[src/rtl/ares_pkg.sv]
package ares_pkg;
  localparam int BYTE_W  = 8;
  localparam int MODE_W  = 3;
  localparam int SPACE_W = 2;

  localparam logic [MODE_W-1:0] MODE_REG  = 3'd0;
  localparam logic [MODE_W-1:0] MODE_DIR  = 3'd1;
  localparam logic [MODE_W-1:0] MODE_PTR  = 3'd2;
  localparam logic [MODE_W-1:0] MODE_STK  = 3'd3;
  localparam logic [MODE_W-1:0] MODE_XPTR = 3'd4;

  localparam logic [SPACE_W-1:0] SP_IRAM = 2'd0;
  localparam logic [SPACE_W-1:0] SP_SFR  = 2'd1;
  localparam logic [SPACE_W-1:0] SP_XDAT = 2'd2;
  localparam logic [SPACE_W-1:0] SP_NONE = 2'd3;

  // Status word bit positions (bank bits are decoded by the resolver)
  localparam int ST_PAR  = 0;
  localparam int ST_RSV  = 1;
  localparam int ST_BANK = 3;
  localparam int ST_HI   = 2;
endpackage

[src/rtl/ares_psw_reg.sv]
module ares_psw_reg
  import ares_pkg::*;
#(
  parameter int W = BYTE_W
) (
  input  logic         clk,
  input  logic         rst_n,
  input  logic         wr_en,
  input  logic [W-1:0] wr_data,
  input  logic [W-1:0] acc,
  output logic [W-1:0] psw,
  output logic [1:0]   bank
);
  localparam int SW_W = W - ST_HI;

  logic [SW_W-1:0] sw_q;
  logic            par_q;
  logic            unused_lo;

  assign unused_lo = ^wr_data[ST_HI-1:0];

  always_ff @(posedge clk) begin
    if (!rst_n) begin
      sw_q  <= '0;
      par_q <= 1'b0;
    end else begin
      par_q <= ^acc;
      if (wr_en) sw_q <= wr_data[W-1:ST_HI];
    end
  end

  assign psw  = {sw_q, 1'b0, par_q};
  assign bank = psw[ST_BANK+1:ST_BANK];
endmodule

[src/rtl/ares_resolve.sv]
module ares_resolve
  import ares_pkg::*;
#(
  parameter int W  = BYTE_W,
  parameter int XW = 16
) (
  input  logic [MODE_W-1:0]  mode,
  input  logic [2:0]         reg_fld,
  input  logic [W-1:0]       direct,
  input  logic [W-1:0]       sp,
  input  logic [XW-1:0]      dptr,
  input  logic [1:0]         bank,
  output logic [W-1:0]       ptr_addr,
  input  logic [W-1:0]       ptr_data,
  output logic [SPACE_W-1:0] space,
  output logic [XW-1:0]      addr
);
  localparam int PAD = XW - W;
  localparam int BPAD = W - 5;

  logic [W-1:0] reg_addr;

  assign reg_addr = {{BPAD{1'b0}}, bank, reg_fld};
  assign ptr_addr = {{BPAD{1'b0}}, bank, 2'b00, reg_fld[0]};

  always_comb begin
    space = SP_NONE;
    addr  = '0;
    case (mode)
      MODE_REG: begin
        space = SP_IRAM;
        addr  = {{PAD{1'b0}}, reg_addr};
      end
      MODE_DIR: begin
        space = direct[W-1] ? SP_SFR : SP_IRAM;
        addr  = {{PAD{1'b0}}, direct};
      end
      MODE_PTR: begin
        space = SP_IRAM;
        addr  = {{PAD{1'b0}}, ptr_data};
      end
      MODE_STK: begin
        space = SP_IRAM;
        addr  = {{PAD{1'b0}}, sp};
      end
      MODE_XPTR: begin
        space = SP_XDAT;
        addr  = dptr;
      end
      default: begin
        space = SP_NONE;
        addr  = '0;
      end
    endcase
  end
endmodule

[src/rtl/ares_out_stage.sv]
module ares_out_stage #(
  parameter int PW = 18
) (
  input  logic          clk,
  input  logic          rst_n,
  input  logic          i_valid,
  output logic          i_ready,
  input  logic [PW-1:0] i_data,
  output logic          o_valid,
  input  logic          o_ready,
  output logic [PW-1:0] o_data
);
  logic          v_q;
  logic [PW-1:0] d_q;

  assign i_ready = !v_q || o_ready;

  always_ff @(posedge clk) begin
    if (!rst_n) begin
      v_q <= 1'b0;
      d_q <= '0;
    end else if (i_ready) begin
      v_q <= i_valid;
      if (i_valid) d_q <= i_data;
    end
  end

  assign o_valid = v_q;
  assign o_data  = d_q;
endmodule

[src/rtl/opaddr_resolver.sv]
module opaddr_resolver
  import ares_pkg::*;
#(
  parameter int W  = BYTE_W,
  parameter int XW = 16
) (
  input  logic               clk,
  input  logic               rst_n,
  input  logic               in_valid,
  output logic               in_ready,
  input  logic [MODE_W-1:0]  in_mode,
  input  logic [2:0]         in_reg_fld,
  input  logic [W-1:0]       in_direct,
  input  logic [W-1:0]       in_sp,
  input  logic [XW-1:0]      in_dptr,
  output logic [W-1:0]       ptr_rd_addr,
  input  logic [W-1:0]       ptr_rd_data,
  input  logic [W-1:0]       acc,
  input  logic               psw_wr_en,
  input  logic [W-1:0]       psw_wr_data,
  output logic [W-1:0]       psw_q,
  output logic               out_valid,
  input  logic               out_ready,
  output logic [SPACE_W-1:0] out_space,
  output logic [XW-1:0]      out_addr
);
  localparam int PW = SPACE_W + XW;

  logic [1:0]         bank;
  logic [SPACE_W-1:0] res_space;
  logic [XW-1:0]      res_addr;
  logic [PW-1:0]      res_pay, out_pay;

  ares_psw_reg #(.W(W)) u_psw (
    .clk(clk), .rst_n(rst_n), .wr_en(psw_wr_en), .wr_data(psw_wr_data),
    .acc(acc), .psw(psw_q), .bank(bank)
  );

  ares_resolve #(.W(W), .XW(XW)) u_res (
    .mode(in_mode), .reg_fld(in_reg_fld), .direct(in_direct), .sp(in_sp),
    .dptr(in_dptr), .bank(bank), .ptr_addr(ptr_rd_addr),
    .ptr_data(ptr_rd_data), .space(res_space), .addr(res_addr)
  );

  assign res_pay = {res_space, res_addr};

  ares_out_stage #(.PW(PW)) u_out (
    .clk(clk), .rst_n(rst_n), .i_valid(in_valid), .i_ready(in_ready),
    .i_data(res_pay), .o_valid(out_valid), .o_ready(out_ready),
    .o_data(out_pay)
  );

  assign out_space = out_pay[PW-1:XW];
  assign out_addr  = out_pay[XW-1:0];
endmodule

[config.mk]
export PLATFORM = sky130hd
export DESIGN_NAME = opaddr_resolver
export DESIGN_NICKNAME = d
export VERILOG_FILES = /design/src/rtl/ares_pkg.sv /design/src/rtl/ares_psw_reg.sv /design/src/rtl/ares_resolve.sv /design/src/rtl/ares_out_stage.sv /design/src/rtl/opaddr_resolver.sv
export SDC_FILE = /design/constraint.sdc
export NUM_CORES = 1
export LEC_CHECK = 0
export BUFFER_PORTS_ARGS = -buffer_cell sky130_fd_sc_hd__buf_2
export CORE_MARGIN = 10
export CORE_UTILIZATION = 33
export CTS_BUF_LIST = sky130_fd_sc_hd__clkbuf_2
export DETAILED_ROUTE_END_ITERATION = 10
export PLACE_DENSITY = 0.64
export SETUP_SLACK_MARGIN = 0.1
export SLEW_MARGIN = 20
export SYNTH_ARGS = -nofsm -noshare
export SYNTH_HDL_FRONTEND = slang
export SYNTH_SLANG_ARGS = --single-unit
export TNS_END_PERCENT = 1
[constraint.sdc]
create_clock -name clk -period 1.24 [get_ports clk]
set_input_delay 0.124 -clock clk [delete_from_list [all_inputs] [get_ports clk]]
set_output_delay 0.124 -clock clk [all_outputs]
set_load 0.01 [all_outputs]
; ---- Yosys cells after proc, flatten, opt, wreduce, memory -nomap -nowiden
; Cells that the tools add are included.
[op_classes]
shifts = 0
multipliers = 0
n_eq_ne = 4
div_mod_pow = 0
mux = 3
order_cmp = 0
addsub = 0
bitwise_logic = 0
reduce_logical = 6
[ops]
columns = cell, n
row1 = 16-bit one-hot mux with 5 select lines, 1
row2 = 8-bit parity, 1
row3 = "3-bit by 2-bit == test with 1-bit output, second input constant", 2
row4 = 2-bit one-hot mux with 3 select lines, 1
row5 = "3-bit by 1-bit == test with 1-bit output, second input constant", 1
row6 = "3-bit == test, second input constant", 1
row7 = 3-bit logical NOT, 1
row8 = 3-bit OR reduction, 1
row9 = 2-bit AND reduction, 1
row10 = 1-bit logical NOT, 1
row11 = 1-bit logical OR, 1
row12 = 1-bit two-way mux, 1
[totals]
latchBits = 0
ram_bits = 0
output_inout_bits = 36
input_bits = 67
rom_bits = 0
n_memories = 0
wordCells = 17
ff_bits = 26

; ---- Depth between registers and ports, before layout
; Gate-level depths: netlist of run 1.
[logic_depth]
word_depth = 3
mapped_depth = 6
ltp_nobuf = 4

; ---- Cells and area by module
; Synthesis of run 1 repeated with hierarchy kept, for this count alone.
[hier_totals]
hier_cells = 176
area_unflattened_um2 = 1611.5
[by_module_without_submodules]
columns = mod, n_inst, cells_each, seq_area_each_um2, area_per_inst_um2
row1 = ares_out_stage, 1, 83, 380.4, 787.0
row2 = ares_resolve, 1, 60, 0.0, 480.5
row3 = ares_psw_reg, 1, 33, 140.1, 344.1

; ---- Least setup slack after synthesis of run 1
; OpenSTA, ideal clock, no wires.
[synth_path]
path_type = register to register
start = register u_out.v_q (netlist: u_out.o_valid)
end = register u_out.d_q[9] (netlist: u_out.o_data[9])
n_path_buf = 2
synth_period_minus_slack_ns = 1.234
t_required_ns = 1.112
slack_ns = 0.006
arrival_ns = 1.107
setup_ns = 0.128
path_stages_with_launch = 7
path_cell_list = dfxtp_1 nand2b_1 buf_2 nand2_1 buf_2 a22oi_1 nor2_1
[synth_between]
elab_chain_cells = 3
[synth_rtl]
columns = item, line_no
row1 = start: declaration, ares_out_stage.sv:13  ; logic v_q;
row2 = start signal: assignment, ares_out_stage.sv:23  ; v_q <= i_valid;
row3 = 1-bit logical NOT, ares_out_stage.sv:16  ; assign i_ready = !v_q || o_ready;
row4 = 1-bit logical OR, ares_out_stage.sv:16
row5 = named net in_ready, opaddr_resolver.sv:10  ; output logic in_ready,
row6 = 2-bit AND reduction (no source line), --
row7 = end signal: assignment, ares_out_stage.sv:24  ; if (i_valid) d_q <= i_data;
row8 = end: declaration, ares_out_stage.sv:14  ; logic [PW-1:0] d_q;
; The timed path passes the listed nets, and every way through them passes these cells.
; A chain may end at the register's enable or synchronous reset.

; ---- Worst setup path after layout of run 1
[layout_path]
start = register u_out.v_q (netlist: u_out.o_valid)
end = register u_out.d_q[14] (netlist: u_out.o_data[14])
[layout_between]
elab_chain_cells = 3
[layout_rtl]
columns = item, line_no
row1 = 1-bit logical NOT, ares_out_stage.sv:16
row2 = 1-bit logical OR, ares_out_stage.sv:16
row3 = 2-bit AND reduction (no source line), --
; No other way between the ends.

==> impl_metrics.json, run 1 <==
{
  "clk_path_buf_depth": 2,
  "synth_edf_count": 0,
  "setup_viol": 0,
  "core_area_sq_um": 4086,
  "ys_ff_latch": 26,
  "grt-ovfl-total": 0,
  "drt-total-wl_um": 5057,
  "drt-pass1-iter-count": 4,
  "fin_ws_ps": 41.75,
  "die_w_um": 85.75,
  "crit_fanout": 8,
  "dp_slack_ps": -43.16,
  "start_kind": "register",
  "synth_area_sq_um": 1426,
  "num_rows": 23,
  "root_buffer": "clkbuf_2",
  "syn_to_final_growth_pct": 59.91,
  "total_power_uw": 1952,
  "yosysWarnings": 0,
  "synth_ff_type": "dfxtp_1",
  "ios": 103,
  "synth-seq-area-share_pct": 36.49,
  "grt_use_total_pct": 12.69,
  "htreeDepth": 1,
  "placed_cell_area_sq_um": 1951,
  "final_cell_mix": "buf_2 (89), dfxtp_1 (23), nand3b_1 (17), a21oi_1 (17), dlygate4sd3_1 (17)",
  "numPortBuffers": 94,
  "clock_sinks": 26,
  "mostFrequentLayoutCell": "buf_2",
  "p_leak_uw": 0.001096,
  "fin_skew_ps": 9.306,
  "num_vias": 1611,
  "worst_hold_slack_ps": 57.12,
  "worstSkewPairLatency_ps": 350,
  "async_reset_ff_share_pct": 0,
  "wl_per_cell_um": 15.14,
  "hold_path_class": "in2reg",
  "nets": 352,
  "dp_hpwl_um": 3584,
  "ir_worst_vdd_mv": 0.6752,
  "crit_type": "reg2reg",
  "cp.arrival_ps": 1470,
  "timing.fmax_ghz": 0.8345,
  "grt_max_degree": 23,
  "max_stage_delay_ps": 410,
  "end_kind": "register",
  "hold_violations": 0,
  "place.gp.congestion": 0.7608,
  "dr.first_iter.drc_count": 54,
  "avgSynthCellArea_sq_um": 8.440,
  "antenna_found_initial": 0,
  "outcome": "complete, no violations",
  "die-area_sq_um": 7352,
  "slowest_stage": "dfxtp_2",
  "period_share_pct": 96.63,
  "grt_first_pass_wirelength_um": 7810,
  "num_antenna_cells": 0,
  "route.detailed.drc": 0,
  "antenna_left": 0,
  "cts_buffers": 3,
  "power.density_nw_per_um2": 855.7,
  "num-fill-cells": 390,
  "drive_above_1_share_pct": 45.42,
  "required_ps": 1510,
  "synth_cell_types": 29,
  "maxCapViolCount": 0,
  "final_cell_area_sq_um": 2281,
  "postSynthCellCount": 169,
  "rsz0062_at_grt": "yes",
  "grt_pass1_vias": 1667,
  "slew_viol_final": 0,
  "die_h_um": 85.75,
  "path_cells": "nand2b_4, buf_4, and3_1, buf_6, a22oi_1, nor2_1",
  "clk_pin_slew_ps": 240,
  "min_period_ps": 1198,
  "viasPerCell": 4.823,
  "cts_tree": "built",
  "initial_core_util_pct": 34.91
}
cell usage after synthesis (all sizes together) (5+ instances only):
cell type / number / area (sq um)
dfxtp: 26 / 520.5
buf: 19 / 128.9
a21oi: 17 / 85.08
nand3b: 17 / 127.6
nor2: 15 / 56.30
o21ai: 12 / 60.06
mux2i: 11 / 110.1
a22oi: 8 / 60.06
nand2: 8 / 30.03
xnor2: 5 / 43.79
flip-flops by register name (all words and copies together) (netlist names):
register       count
u_out.o_data      18
u_psw.par_q        1
u_psw.sw_q         6
u_out.o_valid      1
final timing paths:
check | slack, ps | cells past startpoint | startpoint | end
worst max-delay path | 40 | 6 | u_out.o_valid$_SDFFE_PN0N_ | u_out.o_data[14]$_SDFFE_PN0P_
worst min-delay path | 60 | 3 | in_dptr[5] | u_out.o_data[5]$_SDFFE_PN0P_
worst max register to register | 40 | 6 | u_out.o_valid$_SDFFE_PN0N_ | u_out.o_data[14]$_SDFFE_PN0P_
worst min register to register | 470 | 2 | u_out.o_data[4]$_SDFFE_PN0P_ | u_out.o_data[4]$_SDFFE_PN0P_
critical path, delay by kind of cell (launching register included):
family | cells | cell delay [ps]
AO/OA/AOI/OAI | 1 | 140
AND/OR/NAND/NOR | 3 | 290
buffers and inverters | 2 | 290
flip-flops | 1 | 410
through the flow:
step                      cells  TNS, ps  util (%)
after global routing        334   -47.41     55.82
after detailed placement    310   -220.9     47.73
after global placement      310   -68.67     47.73
after CTS                   333        0     53.86
final                       334        0     55.82
after floorplan             174        0         -
where the power goes:
group | total, uW | switching [uW] | leakage, uW | internal (uW)
clock | 535 | 257 | 0.0000266 | 278
combinational | 517 | 237 | 0.000856 | 280
sequential | 900 | 21.4 | 0.000213 | 879
total | 1950 | 516 | 0.00110 | 1440
cells by family after synthesis:
kind of cell	after synthesis	share of synthesized area, %
other	1	0.2629
AOI/OAI and AO/OA	41	16.67
buffers and inverters	25	10.61
xor gates and xnor gates	7	4.298
muxes	12	8.509
DFF	26	36.49
and+or+nand+nor	57	23.16
timing repair:
item	4_1_cts	5_1_grt
endpoints found under the setup margin	19	22
buffers inserted	3	0
pin swaps	0	4
hold endpoints to repair	16	1
resized for setup	5	17
hold buffers	16	1
layer usage:
| layer | up-vias | wire length, um | track usage [%] |
|---|---|---|---|
| met2 | 57 | 2598 | 22.48 |
| met4 | 0 | 26 | 2.246 |
| met1 | 731 | 1956 | 13.56 |
| met5 | - | 0 | 0 |
| met3 | 4 | 475 | 5.866 |
| li1 | 819 | - | - |
final cells by class:
type | count | area (sq um) | area share (%)
Clock buffer | 3 | 15.01 | 0.6583
Clock inverter | 1 | 30.03 | 1.317
Inverter | 2 | 7.507 | 0.3291
Multi-Input combinational cell | 123 | 819.5 | 35.93
Sequential cell | 26 | 524.3 | 22.98
Tap cell | 50 | 62.56 | 2.743
Timing Repair Buffer | 129 | 822.0 | 36.04
(Power assumes the default switching activity.)
==> inputs of run 2 (changes only) <==
Settings changed: CORE_MARGIN 10 to 1.
Clock period 1.24 ns to 1.5 ns, I/O delays scaled along.
==> run 2 against run 1 <==
  * Clock power shrank 19%
  * Via count is 5.3% lower
  * Flip-flop and latch count stayed put
  * Critical path type is now reg2out
  * Largest power group unchanged
==> impl_metrics.json, run 2 (synthesis gave the netlist of run 1 again) <==
{
  "worstSkewPairLatency_ps": 340,
  "numPortBuffers": 94,
  "fin_skew_ps": 3.021,
  "die_h_um": 67.75,
  "cp.arrival_ps": 1080,
  "grt_max_degree": 27,
  "drt-total-wl_um": 3651,
  "dp_hpwl_um": 2657,
  "required_ps": 1350,
  "crit_fanout": 7,
  "final_util_pct": 50.06,
  "cts_tree": "built",
  "maxCapViolCount": 0,
  "wl_per_cell_um": 11.52,
  "setup_tns_ps": 0,
  "start_kind": "register",
  "antenna_left": 0,
  "mostFrequentLayoutCell": "buf_2",
  "end_kind": "output port",
  "drt-pass1-iter-count": 4,
  "ir_worst_vdd_mv": 0.4850,
  "grt-ovfl-total": 0,
  "cts_buffers": 3,
  "timing.fmax_ghz": 0.8133,
  "htreeDepth": 1,
  "clock_sinks": 26,
  "antenna_found_initial": 0,
  "largest_reg_flops": 18,
  "final_cell_area_sq_um": 2046,
  "placed_cell_area_sq_um": 1879,
  "drive_above_1_share_pct": 39.70,
  "syn_to_final_growth_pct": 43.42,
  "power.density_nw_per_um2": 751.6,
  "rsz0062_at_grt": "no",
  "setup_viol": 0,
  "hold_path_class": "in2reg",
  "p_leak_uw": 0.0009939,
  "dr.first_iter.drc_count": 36,
  "die-area_sq_um": 4589,
  "core_area_sq_um": 4086,
  "num-fill-cells": 413,
  "dp_slack_ps": 61.17,
  "grt_first_pass_wirelength_um": 5264,
  "period_share_pct": 81.97,
  "crit_type": "reg2out",
  "num_rows": 23,
  "route.detailed.drc": 0,
  "num_vias": 1525,
  "clk_path_buf_depth": 2,
  "die_w_um": 67.75,
  "outcome": "complete, no violations",
  "final_cell_mix": "buf_2 (94), dfxtp_1 (26), nand3b_1 (17), a21oi_1 (17), nor2_1 (15)",
  "grt_use_total_pct": 15.19,
  "grt_pass1_vias": 1253,
  "place.gp.congestion": 0.7570,
  "slew_viol_final": 0,
  "nets": 335,
  "viasPerCell": 4.811,
  "ios": 103,
  "postCtsSetupRepairBufs": 0,
  "clk_pin_slew_ps": 240,
  "num_antenna_cells": 0,
  "initial_core_util_pct": 34.91,
  "fin_ws_ps": 270.5,
  "hold_violations": 0,
  "min_period_ps": 1230,
  "root_buffer": "clkbuf_2"
}
## run 2: changes by cell type in the layout (fill, tap and decap cells not counted), sizes merged
cell / delta
dlygate4sd3: -5
buf: -12
## run 2: metrics by stage
| step | total power, uW | cells | hold slack, ps |
|---|---|---|---|
| after floorplan | 964.8 | 174 | 279.5 |
| after global placement | 1087 | 301 | 384.6 |
| after detailed placement | 1091 | 301 | 393.1 |
| after CTS | 1530 | 307 | 2.234 |
| after global routing | 1634 | 317 | 14.51 |
| final | 1538 | 317 | 32.47 |
## run 2: what timing repair did
| item | CTS | global route |
|---|---|---|
| hold buffers | 2 | 10 |
| setup endpoints to repair | 0 | 2 |
| gates resized for setup | 0 | 1 |
| endpoints found under the hold margin | 2 | 10 |
## run 2: critical path: stages (launching register included)
cell	delay, ps
dfxtp_1	360
nand2b_1	200
buf_2	180
## run 2: final cells by class
type | count | area [sq um] | share of cell area, %
flip-flops and latches | 26 | 520.5 | 25.44
well taps | 50 | 62.56 | 3.058
clock buffers | 3 | 15.01 | 0.7339
inverters | 2 | 7.507 | 0.3670
repair buffers | 112 | 635.6 | 31.07
multi-input cells | 123 | 774.5 | 37.86
clock inverters | 1 | 30.03 | 1.468
## run 2: path summary, 6_finish.rpt
check                                    start                             to  slack [ps]  cells past startpoint
hold reg to reg   u_out.o_data[0]$_SDFFE_PN0P_   u_out.o_data[0]$_SDFFE_PN0P_         470                      2
hold / removal                     in_dptr[15]  u_out.o_data[15]$_SDFFE_PN0P_          30                      3
setup / recovery    u_out.o_valid$_SDFFE_PN0N_                       in_ready         270                      2
setup reg to reg    u_out.o_valid$_SDFFE_PN0N_  u_out.o_data[15]$_SDFFE_PN0P_         290                      4
## run 2: power breakdown
group          internal [uW]  total, uW  switching (uW)  leakage (uW)
clock network            230        435             205     0.0000266
registers                725        740            15.2      0.000212
logic                    190        363             173      0.000755
total                   1140       1540             393      0.000994
## run 2: layer usage
layer	GRT usage (%)	vias to the layer above	part of all wire [%]
met5	0	-	0
met4	2.926	0	0.22
met3	4.561	2	6.2
met2	26.36	54	50
met1	18.32	691	43
li1	-	778	-
